### config.mk
export PLATFORM = sky130hd
export DESIGN_NAME = bitop_unit
export DESIGN_NICKNAME = d
export VERILOG_FILES = /design/src/rtl/bitop_pkg.sv /design/src/rtl/bitop_decode.sv /design/src/rtl/bitop_alu.sv /design/src/rtl/bitop_pcgen.sv /design/src/rtl/bitop_unit.sv
export SDC_FILE = /design/constraint.sdc
export NUM_CORES = 1
export LEC_CHECK = 0
export BUFFER_PORTS_ARGS = -buffer_cell sky130_fd_sc_hd__buf_2
export CORE_UTILIZATION = 59
export CTS_BUF_LIST = sky130_fd_sc_hd__clkbuf_4 sky130_fd_sc_hd__clkbuf_8
export CTS_CLUSTER_DIAMETER = 80
export CTS_CLUSTER_SIZE = 40
export DETAILED_ROUTE_END_ITERATION = 7
export PLACE_DENSITY = 0.93
export SYNTH_ARGS = -nofsm -noshare
export SYNTH_HDL_FRONTEND = slang
export SYNTH_HIERARCHICAL = 1
export SYNTH_SLANG_ARGS = --single-unit
export TNS_END_PERCENT = 10
### constraint.sdc
create_clock -name clk_i -period 5.2 [get_ports clk_i]
set_clock_uncertainty 0.2 [all_clocks]
set_input_delay 1.04 -clock clk_i [delete_from_list [all_inputs] [get_ports clk_i]]
set_output_delay 1.04 -clock clk_i [all_outputs]
set_load 0.1 [all_outputs]
### src/rtl/bitop_pkg.sv
package bitop_pkg;
  typedef enum logic [1:0] {
    K_BRANCH  = 2'd0,
    K_MODIFY  = 2'd1,
    K_ILLEGAL = 2'd2
  } kind_e;

  typedef struct packed {
    kind_e      kind;
    logic [2:0] bit_idx;
    logic       sense;
  } dec_t;

  typedef enum logic [2:0] {
    S_IDLE, S_OPND, S_BYTE, S_WRITE, S_DISP, S_FIN, S_ERR
  } state_e;
endpackage

### src/rtl/bitop_decode.sv
module bitop_decode
  import bitop_pkg::*;
(
  input  logic [7:0] opcode_i,
  output dec_t       dec_o
);
  always_comb begin
    dec_o.bit_idx = opcode_i[3:1];
    dec_o.sense   = opcode_i[0];
    unique case (opcode_i[7:4])
      4'h0:    dec_o.kind = K_BRANCH;
      4'h1:    dec_o.kind = K_MODIFY;
      default: dec_o.kind = K_ILLEGAL;
    endcase
  end
endmodule

### src/rtl/bitop_alu.sv
module bitop_alu #(
  parameter int DW = 8,
  localparam int IW = $clog2(DW)
) (
  input  logic [DW-1:0] byte_i,
  input  logic [IW-1:0] bit_idx_i,
  input  logic          sense_i,
  output logic [DW-1:0] byte_o,
  output logic          tbit_o
);
  logic [DW-1:0] mask;

  for (genvar i = 0; i < DW; i++) begin : g_mask
    assign mask[i] = (bit_idx_i == IW'(i));
  end

  // sense 0: set, sense 1: clear
  assign byte_o = sense_i ? (byte_i & ~mask) : (byte_i | mask);
  assign tbit_o = |(byte_i & mask);
endmodule

### src/rtl/bitop_pcgen.sv
module bitop_pcgen #(
  parameter int AW = 16
) (
  input  logic [AW-1:0] pc_i,
  input  logic [7:0]    disp_i,
  input  logic          taken_i,
  output logic [AW-1:0] pc_mod_o,
  output logic [AW-1:0] pc_br_o
);
  logic [AW-1:0] pc_seq;
  logic [AW-1:0] disp_ext;

  assign disp_ext = AW'($signed(disp_i));
  assign pc_seq   = pc_i + AW'(3);
  assign pc_mod_o = pc_i + AW'(2);
  assign pc_br_o  = taken_i ? (pc_seq + disp_ext) : pc_seq;
endmodule

### src/rtl/bitop_unit.sv
module bitop_unit
  import bitop_pkg::*;
#(
  parameter int AW = 16
) (
  input  logic          clk_i,
  input  logic          rst_ni,
  input  logic          start_i,
  input  logic [7:0]    opcode_i,
  input  logic [AW-1:0] pc_i,
  output logic [AW-1:0] mem_addr_o,
  output logic          mem_rd_o,
  output logic          mem_wr_o,
  output logic [7:0]    mem_wdata_o,
  input  logic [7:0]    mem_rdata_i,
  output logic          done_o,
  output logic          err_o,
  output logic [AW-1:0] pc_next_o,
  output logic          c_we_o,
  output logic          c_o
);
  localparam int PW = 8;

  state_e        state_q, state_d;
  dec_t          dec, dec_q;
  logic [AW-1:0] pc_q;
  logic [PW-1:0] zaddr_q;
  logic          tbit_q;
  logic [7:0]    mod_byte;
  logic          tbit;
  logic [AW-1:0] pc_mod, pc_br;

  bitop_decode u_dec (.opcode_i(opcode_i), .dec_o(dec));

  bitop_alu #(.DW(8)) u_alu (
    .byte_i   (mem_rdata_i),
    .bit_idx_i(dec_q.bit_idx),
    .sense_i  (dec_q.sense),
    .byte_o   (mod_byte),
    .tbit_o   (tbit)
  );

  bitop_pcgen #(.AW(AW)) u_pc (
    .pc_i    (pc_q),
    .disp_i  (mem_rdata_i),
    .taken_i (tbit_q ^ dec_q.sense),
    .pc_mod_o(pc_mod),
    .pc_br_o (pc_br)
  );

  always_ff @(posedge clk_i or negedge rst_ni) begin
    if (!rst_ni) begin
      state_q <= S_IDLE;
      dec_q   <= '0;
      pc_q    <= '0;
      zaddr_q <= '0;
      tbit_q  <= 1'b0;
    end else begin
      state_q <= state_d;
      if (state_q == S_IDLE && start_i) begin
        dec_q <= dec;
        pc_q  <= pc_i;
      end
      if (state_q == S_BYTE) zaddr_q <= mem_rdata_i;
      if (state_q == S_DISP) tbit_q  <= tbit;
    end
  end

  always_comb begin
    state_d     = state_q;
    mem_addr_o  = '0;
    mem_rd_o    = 1'b0;
    mem_wr_o    = 1'b0;
    mem_wdata_o = '0;
    done_o      = 1'b0;
    err_o       = 1'b0;
    pc_next_o   = pc_q;
    c_we_o      = 1'b0;
    c_o         = 1'b0;
    unique case (state_q)
      S_IDLE: if (start_i) state_d = (dec.kind == K_ILLEGAL) ? S_ERR : S_OPND;
      S_OPND: begin
        mem_rd_o   = 1'b1;
        mem_addr_o = pc_q + AW'(1);
        state_d    = S_BYTE;
      end
      S_BYTE: begin
        mem_rd_o   = 1'b1;
        mem_addr_o = AW'(mem_rdata_i);
        state_d    = (dec_q.kind == K_BRANCH) ? S_DISP : S_WRITE;
      end
      S_WRITE: begin
        mem_wr_o    = 1'b1;
        mem_addr_o  = AW'(zaddr_q);
        mem_wdata_o = mod_byte;
        done_o      = 1'b1;
        pc_next_o   = pc_mod;
        state_d     = S_IDLE;
      end
      S_DISP: begin
        mem_rd_o   = 1'b1;
        mem_addr_o = pc_q + AW'(2);
        state_d    = S_FIN;
      end
      S_FIN: begin
        done_o    = 1'b1;
        c_we_o    = 1'b1;
        c_o       = tbit_q;
        pc_next_o = pc_br;
        state_d   = S_IDLE;
      end
      S_ERR: begin
        done_o  = 1'b1;
        err_o   = 1'b1;
        state_d = S_IDLE;
      end
      default: state_d = S_IDLE;
    endcase
  end

  a_r9_done_single: assert property (@(posedge clk_i) disable iff (!rst_ni)
    done_o |=> !done_o);
  a_r8_err_no_access: assert property (@(posedge clk_i) disable iff (!rst_ni)
    err_o |-> (done_o && !mem_rd_o && !mem_wr_o));
  a_r4_modify_no_carry: assert property (@(posedge clk_i) disable iff (!rst_ni)
    mem_wr_o |-> !c_we_o);
  a_r3_write_page_zero: assert property (@(posedge clk_i) disable iff (!rst_ni)
    mem_wr_o |-> (mem_addr_o[AW-1:8] == '0 && done_o));
  a_r3_write_after_read: assert property (@(posedge clk_i) disable iff (!rst_ni)
    mem_wr_o |-> $past(mem_rd_o));
  a_r5_carry_with_done: assert property (@(posedge clk_i) disable iff (!rst_ni)
    c_we_o |-> (done_o && !err_o));
  a_r10_branch_no_write: assert property (@(posedge clk_i) disable iff (!rst_ni)
    c_we_o |-> !mem_wr_o);
  a_r1_exclusive_access: assert property (@(posedge clk_i) disable iff (!rst_ni)
    $onehot0({mem_rd_o, mem_wr_o}));
endmodule

==> results of run 1 <==
-- cells by family after synthesis --
| kind of cell | count (synthesis) | synth area share, % |
|---|---|---|
| compound gates | 130 | 21.3 |
| flops | 34 | 20.0 |
| mux | 45 | 12.2 |
| buf+inv | 58 | 6.38 |
| fa+ha+maj | 25 | 7.53 |
| xor+xnor | 43 | 9.21 |
| simple gates | 192 | 23.4 |
-- final cells by class --
cell class              instances  area (um^2)  area share [%]
clock inverters                 3         68.8            1.42
repair buffers                 93          512            10.5
inverters                      17         63.8            1.31
well taps                      96          120            2.47
clock buffers                   5         68.8            1.42
multi-input cells             435         3180            65.3
flip-flops and latches         34          852            17.5
-- cells in the mapped netlist, types with 6 or more instances --
cell type	number	area (um^2)
a21oi_1	27	135
a22oi_1	23	173
a31oi_1	7	43.8
and2_1	11	68.8
buf_2	21	105
buf_4	7	52.6
clkbuf_1	11	41.3
dfrtp_1	34	851
ha_1	24	300
inv_1	17	63.8
mux2_2	35	394
mux2i_1	8	80.1
nand2_1	68	255
nand3_1	16	80.1
nand4_1	8	50.1
nor2_1	35	131
nor3_1	6	30.0
o21ai_0	22	110
xnor2_1	26	228
xor2_1	15	131
-- flip-flops by register name (all words and copies together) (netlist names) --
register	flops
zaddr_q	8
state_q	3
pc_q	16
tbit_q	1
dec_q	6
-- metrics by stage --
stage | area, um^2 | setup WS (ns) | hold slack (ns) | std cells
final | 4860 | 0.181 | 0.314 | 683
after global placement | 4670 | 0.389 | 0.289 | 673
after CTS | 4810 | 0.0265 | 0.313 | 681
after floorplan | 4250 | 0.419 | 0.275 | 527
after global routing | 4860 | -0.0265 | 0.318 | 683
after detailed placement | 4670 | 0.253 | 0.297 | 673
-- repair_timing --
action | 4_1_cts | 5_1_grt
cloned | 0 | 0
buffers inserted | 0 | 2
resized for setup | 1 | 12
setup endpoints to repair | 1 | 7
-- worst paths after layout --
| kind | endpoint | from | slack [ns] | cells after the start |
|---|---|---|---|---|
| setup / recovery | pc_next_o[15] | pc_q[1] | 0.18 | 16 |
| hold / removal | zaddr_q[2] | zaddr_q[2] | 0.31 | 1 |
| setup reg to reg | pc_q[13] | state_q[1] | 2.82 | 3 |
| hold reg to reg | zaddr_q[2] | zaddr_q[2] | 0.31 | 1 |
| max in group asynchronous | pc_q[2] | rst_ni | 3.63 | 1 |
| min in group asynchronous | pc_q[11] | rst_ni | 0.62 | 1 |
-- per-layer routing --
layer	vias to the layer above	GRT usage [%]
met4	0	15.9
li1	2024	-
met5	-	0
met2	316	54.1
met3	65	5.12
met1	2146	39.5
==> results.cfg, run 1 <==
[clock_network]
clkSlewWorstSetupHoldPaths_ns = 0.08
cts.sinks = 34
root_buffer = clkbuf_8
cts_hold_buf = 0
clockBufferDepth = 2
h-tree-depth = 2
clkLatencyLatePin_ns = 0.29
cts_buffers = 5
cts_tree = yes

[logic_synthesis]
yosysSeqAreaShare_pct = 20.0
synth_edf_count = 0
yosysWarnings = 6
synth_ff_type = dfrtp_1
netlist_area_um2 = 4250
synth_nets = 587
avgSynthCellArea_um2 = 8.07
ys_seq_elements = 34
synthArstFlopShare_pct = 100
synthDistinctLibCells = 73
netlist_instances = 527

[worst_setup_path]
crit_required_ns = 3.96
slowest_stage = dfrtp_1
cp-end-kind = output pin
path_delay_family = compound AO/OA/AOI/OAI gates
crit_arrival_ns = 3.78
critical_path_buf_inv_count = 2
crit_type = flop to output pin
crit_chain = inv_1, ha_1, nand2b_1, nor2_4, nand2_1, xnor2_2, ha_1, a21o_1, o21bai_1, a221o_1, o21ai_1, nand3b_1, xnor2_1, a22oi_1, nand2_1, buf_6
critPathMaxStageDelay_ns = 0.44
crit_path_max_fanout = 6
start_kind = flop

[status]
status = finished clean

[floorplanning]
initial_core_util_pct = 61.9
die_w_um = 86.9
die_h_um = 86.9
die_area_um2 = 7550
ios = 81
row_count = 30
core_area_um2 = 6870

[final_layout]
fin_nets = 646
fillCellCount = 498
area_growth_pct = 14.3
drive_gt1_share_pct = 28.8
diodes = 0
layout_commonest_cell = buf_2
utilization_pct = 70.8
final_cell_mix = 76 x buf_2, 68 x nand2_1, 35 x mux2_2

[timing]
fin_crit_ns = 5.02
fin_crit_sh_pct = 96.5
setup_violations = 0
worst_slew_pin_slew_ns = 1.24
slew_viol_final = 0
maxSlewHeadroom_pct = 17.6
hold_violations = 0
tns_ns = 0
timing.fmax_mhz = 199

[detailed_routing]
vias = 4551
avgRoutedWirePerCell_um = 18.2
highest_layer = met4
wl_mm = 12.4
dr.pass1.iters = 6
ant_nets = 0
wl_met3_mm = 1.05
wl_met2_mm = 5.97
drc = 0
wl_met1_mm = 4.88
drt_iter0_drc = 465
viasPerCell = 6.66

[grt]
grt_pass1_vias = 4188
track_usage_pct = 32.0
antenna_found_initial = 0
grt_max_degree = 35
grt_pass1_wl_mm = 19.2
grt-ovfl-total = 0

[worst_hold_path]
hold_path.class = flop to flop

[place]
place.gp.congestion = 0.974
dp.final_hpwl_mm = 8.72
io_buffers = 80

[flow_run]
max-cap-violations = 0
Power of run 1 is left out: the tool's default activity adds up to more than one toggle a clock period on the data nets, which glitch-free logic cannot reach.
==> inputs of run 2 (changes only) <==
--- a/config.mk
+++ b/config.mk
@@ -11,6 +11,7 @@
 export CTS_CLUSTER_DIAMETER = 80
 export CTS_CLUSTER_SIZE = 40
 export DETAILED_ROUTE_END_ITERATION = 7
+export GPL_TIMING_DRIVEN = 0
 export PLACE_DENSITY = 0.93
 export SYNTH_ARGS = -nofsm -noshare
 export SYNTH_HDL_FRONTEND = slang
==> run 2 against run 1 <==
Worst setup slack got worse by 0.075 ns. Hold slack gained 0.0014 ns. Final area up 2.7%. Cell count rose by 4.7%. Non-clock buffer count grew 32. Global-route usage rose by 0.64 points. Sequential cell count did not move. Largest cell class unchanged.
==> results.cfg, run 2 (synthesized netlist as in run 1, its figures left out) <==
[status]
status = finished clean

[clock_network]
clkLatencyLatePin_ns = 0.29
root_buffer = clkbuf_8
cts.sinks = 34
cts_hold_buf = 0
h-tree-depth = 2
clkSlewWorstSetupHoldPaths_ns = 0.08
cts_buffers = 5
cts_tree = yes
clockBufferDepth = 2

[timing]
timing.fmax_mhz = 196
fin_crit_sh_pct = 98.0
rsz0062_at_grt = yes
fin_crit_ns = 5.09
tns_ns = 0
setup_violations = 0
hold_violations = 0
maxSlewHeadroom_pct = 49.3
slew_viol_final = 0
worst_slew_pin_slew_ns = 0.760

[detailed_routing]
drc = 0
viasPerCell = 6.23
vias = 4456
drt_iter0_drc = 316
wl_mm = 12.6
avgRoutedWirePerCell_um = 17.6
dr.pass1.iters = 6
ant_nets = 0

[grt]
grt_max_degree = 35
antenna_found_initial = 0
track_usage_pct = 32.6
grt_pass1_wl_mm = 19.3
grt-ovfl-total = 0
grt_pass1_vias = 4114

[floorplanning]
row_count = 30
core_area_um2 = 6870
die_h_um = 86.9
initial_core_util_pct = 61.9
die_w_um = 86.9
die_area_um2 = 7550
ios = 81

[flow_run]
max-cap-violations = 0

[worst_setup_path]
cp-end-kind = output pin
r2r-start = state_q[0]
crit_type = flop to output pin
crit_path_max_fanout = 9
timing.rr.end = pc_q[15]
r2r_cells = 3
crit_arrival_ns = 3.85
reg2reg_slack_ns = 3.16
start_kind = flop
crit_required_ns = 3.96

[final_layout]
reg.largest.list = pc_q x16, zaddr_q x8, dec_q x6
area_growth_pct = 17.4
diodes = 0
largest_reg_flops = 16
drive_gt1_share_pct = 30.5
utilization_pct = 72.7
final_cell_mix = 94 x buf_2, 68 x nand2_1, 35 x mux2_2
fillCellCount = 544
regMostFlops = pc_q
fin_nets = 678
layout_commonest_cell = buf_2

[worst_hold_path]
hp-start = zaddr_q[3]
whs_path_depth = 1
hold_path.class = flop to flop
min_to = zaddr_q[3]

[place]
place.gp.congestion = 1.02
io_buffers = 76
dp.final_hpwl_mm = 9.24
## run 2: worst max-delay path by stage
stage	from	end
2_1_floorplan	pc_q[1]	pc_next_o[15]
3_3_place_gp	pc_q[1]	pc_next_o[15]
3_5_place_dp	pc_q[1]	pc_next_o[15]
4_1_cts	pc_q[1]	pc_next_o[14]
5_1_grt	pc_q[1]	pc_next_o[13]
6_report	pc_q[1]	pc_next_o[15]
## run 2: critical path, stage by stage (launching register included)
cell      delay, ns
dfrtp_2        0.50
inv_1          0.12
ha_1           0.21
a21oi_1        0.25
nand2b_2       0.28
nor2_1         0.07
xor2_1         0.16
ha_1           0.43
and4_1         0.28
and4_1         0.20
o21a_1         0.19
nor3_2         0.05
nand3b_1       0.21
xnor2_1        0.15
a22oi_1        0.08
nand2_1        0.08
buf_4          0.28
## run 2: what timing repair did
item / in CTS / in global routing
setup endpoints to repair: 5 / 7
gates resized for setup: 4 / 7
setup buffers: 0 / 8
## run 2: stage by stage
| stage | worst slack (ns) | instances | instance area, um^2 | hold WS [ns] |
|---|---|---|---|---|
| after CTS | 0.0281 | 707 | 4900 | 0.318 |
| after floorplan | 0.419 | 527 | 4250 | 0.275 |
| final | 0.106 | 715 | 4990 | 0.315 |
| after detailed placement | 0.0916 | 699 | 4750 | 0.301 |
| after global placement | 0.121 | 699 | 4750 | 0.287 |
| after global routing | -0.0551 | 715 | 4990 | 0.324 |
## run 2: cell type report
| class | count | area (um^2) | area share [%] |
|---|---|---|---|
| Sequential cell | 34 | 853 | 17.1 |
| Clock inverter | 2 | 60.1 | 1.20 |
| Multi-Input combinational cell | 435 | 3160 | 63.3 |
| Timing Repair Buffer | 84 | 448 | 8.97 |
| Buffer | 41 | 208 | 4.16 |
| Tap cell | 96 | 120 | 2.40 |
| Inverter | 17 | 63.8 | 1.28 |
| Clock buffer | 6 | 82.6 | 1.65 |
## run 2: layer usage
metal  routed length, um  up-vias  GRT usage, %
met2                6260      228          57.6
li1                    -     2075             -
met5                   0        -             0
met3                 748       53          3.60
met4                 430        0          12.4
met1                5120     2100          40.8
Power of run 2 is left out for the same reason.
